===== src/rtl/i2c_rcv_pkg.sv =====
package i2c_rcv_pkg;

    localparam int unsigned PULSES_DEF = 9;

    typedef enum logic {
        SEQ_IDLE = 1'b0,
        SEQ_RUN  = 1'b1
    } seq_state_e;

    // Released level of each line for one quarter slot (1 = released).
    typedef struct packed {
        logic scl_rel;
        logic sda_rel;
    } line_lvl_t;

    // Two start quarters plus four quarters for each pulse, Sr pulse and P pulse.
    function automatic int unsigned slot_total(int unsigned pulses);
        return 2 + 4 * (pulses + 2);
    endfunction

    function automatic line_lvl_t wave_at(int unsigned slot, int unsigned pulses);
        line_lvl_t   v;
        int unsigned t;
        int unsigned cyc;
        int unsigned q;
        if (slot < 2) begin
            v.scl_rel = 1'b1;
            v.sda_rel = (slot == 0);
        end else begin
            t         = slot - 2;
            cyc       = t / 4;
            q         = t % 4;
            v.scl_rel = (q >= 2);
            if (cyc < pulses)
                v.sda_rel = !(cyc == 0 && q == 0);
            else if (cyc == pulses)
                v.sda_rel = (q != 3);
            else
                v.sda_rel = (q == 3);
        end
        return v;
    endfunction

endpackage


===== src/rtl/rcv_quarter_timer.sv =====
module rcv_quarter_timer #(
    parameter int unsigned DIV_W = 8
) (
    input  logic             clk,
    input  logic             rst,
    input  logic             load,
    input  logic             run,
    input  logic [DIV_W-1:0] div_i,
    output logic             qend
);
    logic [DIV_W-1:0] lim_q;
    logic [DIV_W-1:0] cnt_q;

    assign qend = run && (cnt_q == lim_q);

    always_ff @(posedge clk) begin
        if (rst) begin
            lim_q <= '0;
            cnt_q <= '0;
        end else if (load) begin
            lim_q <= div_i;
            cnt_q <= '0;
        end else if (run) begin
            if (cnt_q == lim_q)
                cnt_q <= '0;
            else
                cnt_q <= cnt_q + 1'b1;
        end
    end
endmodule


===== src/rtl/rcv_slot_seq.sv =====
module rcv_slot_seq
    import i2c_rcv_pkg::*;
#(
    parameter int unsigned PULSES = PULSES_DEF,
    parameter int unsigned SLOT_W = 6
) (
    input  logic              clk,
    input  logic              rst,
    input  logic              start_i,
    input  logic              qend,
    output logic              busy,
    output logic              accept,
    output logic              finish,
    output logic              nxt_busy,
    output logic [SLOT_W-1:0] nxt_slot
);
    localparam int unsigned       SLOT_N = slot_total(PULSES);
    localparam logic [SLOT_W-1:0] LAST   = SLOT_W'(SLOT_N - 1);

    seq_state_e        state_q, state_d;
    logic [SLOT_W-1:0] slot_q, slot_d;

    assign busy     = (state_q == SEQ_RUN);
    assign accept   = (state_q == SEQ_IDLE) && start_i;
    assign finish   = busy && qend && (slot_q == LAST);
    assign nxt_busy = (state_d == SEQ_RUN);
    assign nxt_slot = slot_d;

    always_comb begin
        state_d = state_q;
        slot_d  = slot_q;
        if (accept) begin
            state_d = SEQ_RUN;
            slot_d  = '0;
        end else if (busy && qend) begin
            if (slot_q == LAST) begin
                state_d = SEQ_IDLE;
                slot_d  = '0;
            end else begin
                slot_d = slot_q + 1'b1;
            end
        end
    end

    always_ff @(posedge clk) begin
        if (rst) begin
            state_q <= SEQ_IDLE;
            slot_q  <= '0;
        end else begin
            state_q <= state_d;
            slot_q  <= slot_d;
        end
    end
endmodule


===== src/rtl/rcv_line_drv.sv =====
module rcv_line_drv
    import i2c_rcv_pkg::*;
#(
    parameter int unsigned PULSES = PULSES_DEF,
    parameter int unsigned SLOT_W = 6
) (
    input  logic              clk,
    input  logic              rst,
    input  logic              nxt_busy,
    input  logic [SLOT_W-1:0] nxt_slot,
    output logic              scl_lo,
    output logic              sda_lo
);
    line_lvl_t lv;

    always_comb lv = wave_at(32'(nxt_slot), PULSES);

    always_ff @(posedge clk) begin
        if (rst) begin
            scl_lo <= 1'b0;
            sda_lo <= 1'b0;
        end else begin
            scl_lo <= nxt_busy & ~lv.scl_rel;
            sda_lo <= nxt_busy & ~lv.sda_rel;
        end
    end
endmodule


===== src/rtl/rcv_status.sv =====
module rcv_status (
    input  logic clk,
    input  logic rst,
    input  logic accept,
    input  logic finish,
    input  logic sda_i,
    output logic done_o,
    output logic stuck_o
);
    always_ff @(posedge clk) begin
        if (rst) begin
            done_o  <= 1'b0;
            stuck_o <= 1'b0;
        end else begin
            done_o <= finish;
            if (accept)
                stuck_o <= 1'b0;
            else if (finish)
                stuck_o <= ~sda_i;
        end
    end
endmodule


===== src/rtl/i2c_bus_recover.sv =====
module i2c_bus_recover
    import i2c_rcv_pkg::*;
#(
    parameter int unsigned DIV_W  = 8,
    parameter int unsigned PULSES = PULSES_DEF
) (
    input  logic             clk,
    input  logic             rst,
    input  logic             start_i,
    input  logic [DIV_W-1:0] div_i,
    input  logic             sda_i,
    output logic             scl_lo_o,
    output logic             sda_lo_o,
    output logic             busy_o,
    output logic             done_o,
    output logic             stuck_o
);
    localparam int unsigned SLOT_N = slot_total(PULSES);
    localparam int unsigned SLOT_W = $clog2(SLOT_N);

    logic              qend;
    logic              accept;
    logic              finish;
    logic              nxt_busy;
    logic [SLOT_W-1:0] nxt_slot;

    rcv_quarter_timer #(.DIV_W(DIV_W)) u_timer (
        .clk   (clk),
        .rst   (rst),
        .load  (accept),
        .run   (busy_o),
        .div_i (div_i),
        .qend  (qend)
    );

    rcv_slot_seq #(.PULSES(PULSES), .SLOT_W(SLOT_W)) u_seq (
        .clk      (clk),
        .rst      (rst),
        .start_i  (start_i),
        .qend     (qend),
        .busy     (busy_o),
        .accept   (accept),
        .finish   (finish),
        .nxt_busy (nxt_busy),
        .nxt_slot (nxt_slot)
    );

    rcv_line_drv #(.PULSES(PULSES), .SLOT_W(SLOT_W)) u_drv (
        .clk      (clk),
        .rst      (rst),
        .nxt_busy (nxt_busy),
        .nxt_slot (nxt_slot),
        .scl_lo   (scl_lo_o),
        .sda_lo   (sda_lo_o)
    );

    rcv_status u_stat (
        .clk     (clk),
        .rst     (rst),
        .accept  (accept),
        .finish  (finish),
        .sda_i   (sda_i),
        .done_o  (done_o),
        .stuck_o (stuck_o)
    );
endmodule


===== config.mk =====
export PLATFORM = sky130hd
export DESIGN_NAME = i2c_bus_recover
export DESIGN_NICKNAME = d
export VERILOG_FILES = /design/src/rtl/i2c_rcv_pkg.sv /design/src/rtl/rcv_quarter_timer.sv /design/src/rtl/rcv_slot_seq.sv /design/src/rtl/rcv_line_drv.sv /design/src/rtl/rcv_status.sv /design/src/rtl/i2c_bus_recover.sv
export SDC_FILE = /design/constraint.sdc
export NUM_CORES = 1
export LEC_CHECK = 0
export BUFFER_PORTS_ARGS = -buffer_cell sky130_fd_sc_hd__buf_2
export CORE_ASPECT_RATIO = 1.2
export CORE_MARGIN = 2
export CORE_UTILIZATION = 45
export CTS_CLUSTER_DIAMETER = 200
export DETAILED_ROUTE_END_ITERATION = 8
export SYNTH_ARGS = -nofsm -noshare
export SYNTH_HDL_FRONTEND = slang
export SYNTH_SLANG_ARGS = --single-unit
export TNS_END_PERCENT = 50

===== constraint.sdc =====
create_clock -name clk -period 2.5 [get_ports clk]
set_input_delay 0.25 -clock clk [delete_from_list [all_inputs] [get_ports clk]]
set_output_delay 0.25 -clock clk [all_outputs]
set_load 0.005 [all_outputs]

==> impl_metrics.toml <==
[power]
p_per_area_mw_per_mm2 = 504.7
leakagePower_nw = 0.5606
ir_worst_vdd_mv = 0.3081

[logic_synthesis]
synth_area_leaders = "dfxtp_1, nand2_1, nor2_1"
yosys.area.top_type_share = 0.4182
ys_seq_elements = 27
post_synth.cell_area_avg_um2 = 8.503
netlist_instances = 152
yosysSeqAreaShare = 0.4182
syn-cell-area_mm2 = 0.001292
synth_fp_nets = 167
synth_cell_types = 34
yosysWarningCount = 0
yosysTopAreaCell = "dfxtp_1"

[critical_path]
cp-end-kind = "flip-flop"
critPathMaxFanout = 6
path_cells = "ha_1 -> nand3_1 -> or4_1 -> o31a_1 -> nor4_2 -> o2111ai_1 -> a221oi_2"
cp_top_family = "simple AND/OR/NAND/NOR gates"
arrival_ns = 2.57
start_kind = "flip-flop"
worstPathRequired_ns = 2.76
critPathBufInv = 0
cp-startpoint = "u_seq.slot_q[0]$_SDFF_PP0_"
slowest_delay_ns = 0.46
r2r-start = "u_seq.slot_q[0]$_SDFF_PP0_"
cp_slowest_cell = "dfxtp_1"
path_class = "reg -> reg"

[global_route]
grt_busiest_layer = "met2"
gr-usage-met1 = 0.2202
grt_max_degree = 17
grt.met3_usage = 0.02392
grt_antenna_before_repair = 0
grt_pass1_wl_mm = 4.602
grt.overflow.total = 0
grt_use_met2 = 0.3156
grt_pass1_vias = 1064
grtUsageTotal = 0.1811

[detailed_routing]
wl_per_cell_um = 13.02
drt_iter0_drc = 30
via_per_inst = 5.304
drtAntennaViolNets = 0
totalWireLength_mm = 2.657
drc = 0
num_vias = 1082
dr.pass1.iters = 4

[sta]
grt_setup_unrepaired = "false"
slew_headroom = 0.6531
hold_violations = 0
worst_slew_pin_slew_ns = 0.5192
fin_skew_ns = 0.01593
finalCriticalPeriod_ns = 2.311
drv_slew = 0
setup_viol = 0
clock.fmax_ghz = 0.4327
tns_ns = 0
timing.final.ws_setup_ns = 0.1888
finalCritPeriodShare = 0.9245

[floorplan]
ioPinCount = 17
coreArea_mm2 = 0.002759
dieArea_mm2 = 0.003319
fp.dieW_um = 52.93
core.rowCount = 21
die_y_um = 62.71
initial_core_util = 0.4685

[cells_and_area]
area_growth_pct = 12.49
final_common_cell = "dfxtp_1"
nets = 186
layout-drive-gt1-share = 0.1824
final_cell_mix = "dfxtp_1, nand2_1, nor2_1, buf_2, a21oi_1"
num_antenna_cells = 0

[worst_hold_path]
hold_start = "sda_i"
min_path_type = "in -> reg"

[clock_network]
ctsHoldBuffers = 0
path_clk_slew_ns = 0.16
clock_sinks = 27
cts-root-buf = "clkbuf_4"
clk_latency_ns = 0.33
cts.repair.resized = 0
clock_path_buffers = 2
h-tree-depth = 1
cts_tree = "yes"
post_cts_buffers = 0
cts_inserted_buffers = 3

[run_status]
status = "finished, final reports clean"

[place]
place.gp.congestion = 0.7721
io_buffers = 16
pre_cts_slack_ns = 0.1784
hpwlAfterDp_mm = 2.061

[run]
drv_cap = 0
## power by group
| group | internal [mW] | leakage [nW] | total [mW] | switching, mW |
|---|---|---|---|---|
| Sequential | 0.442 | 0.219 | 0.452 | 0.00961 |
| Clock | 0.0611 | 0.0139 | 0.192 | 0.131 |
| Combinational | 0.0365 | 0.327 | 0.0901 | 0.0536 |
## final timing paths
kind,end,slack (ns),cells past startpoint
worst max-delay path,u_drv.sda_lo$_SDFF_PP0_,0.19,7
worst max register to register,u_drv.sda_lo$_SDFF_PP0_,0.19,7
worst min register to register,u_timer.lim_q[7]$_SDFFE_PP0P_,0.48,2
worst min-delay path,u_stat.stuck_o$_SDFFE_PP0P_,0.08,2
## metrics by stage
| step | power, mW | instances | util | instance area (um2) | hold WS (ns) |
|---|---|---|---|---|---|
| 4_1_cts | 0.7421 | 204 | 0.5247 | 1448 | 0.07024 |
| 3_5_place_dp | 0.5519 | 200 | 0.5138 | 1418 | 0.4451 |
| 5_1_grt | 0.7772 | 204 | 0.5270 | 1454 | 0.04851 |
| 2_1_floorplan | 0.5247 | 152 | - | 1292 | 0.3456 |
| 6_report | 0.7338 | 204 | 0.5270 | 1454 | 0.07601 |
| 3_3_place_gp | 0.5489 | 200 | 0.5138 | 1418 | 0.4307 |
## sequential cells by signal (all words and copies together) (netlist names)
register,cells
u_drv.scl_lo,1
u_drv.sda_lo,1
u_seq.busy,1
u_seq.slot_q,6
u_stat.done_o,1
u_stat.stuck_o,1
u_timer.cnt_q,8
u_timer.lim_q,8
## metal layers
layer | part of all wire | vias up
li1 | - | 554
met1 | 0.44 | 514
met2 | 0.54 | 12
met3 | 0.019 | 2
met4 | 0.0072 | 0
met5 | 0 | -
## worst reg2reg max path: cells and delay by family, from the launching register on
family | cells | cell delay (ns)
fa+ha+maj | 1 | 0.26
flops | 1 | 0.46
simple gates | 3 | 0.80
compound gates | 3 | 0.71
## final cells by class
cell class	count	area [um2]
fillers	268	1305
multi-input cells	116	715.7
flip-flops and latches	27	540.5
repair buffers	21	117.6
well taps	34	42.54
clock buffers	3	22.52
clock inverters	1	7.507
inverters	2	7.507
## kinds of logic (layout without fill, tap and decap cells)
family / count (synthesis) / after routing / synth area share
simple gates: 77 / 77 / 0.2943
flops: 27 / 27 / 0.4182
xor+xnor: 17 / 17 / 0.1152
compound gates: 16 / 16 / 0.08713
buf+inv: 9 / 27 / 0.03291
fa+ha+maj: 3 / 3 / 0.02904
mux: 3 / 3 / 0.02323
## cells in the mapped netlist (all sizes together)
master	instances
and2	3
o41a	2
and3	3
nor2b	1
xnor2	8
nand3b	1
or4	1
dfxtp	27
mux2i	3
ha	3
o2111ai	1
nand2	22
nor3	3
or2	2
nand4	6
or2b	1
o31a	1
a221oi	1
and4	1
buf	2
nor2	22
xor2	9
a211oi	1
clkbuf	5
a21oi	10
or3	1
nand3	1
nand2b	3
nor4	6
inv	2
Note: power is estimated with default switching activity, not from simulation.
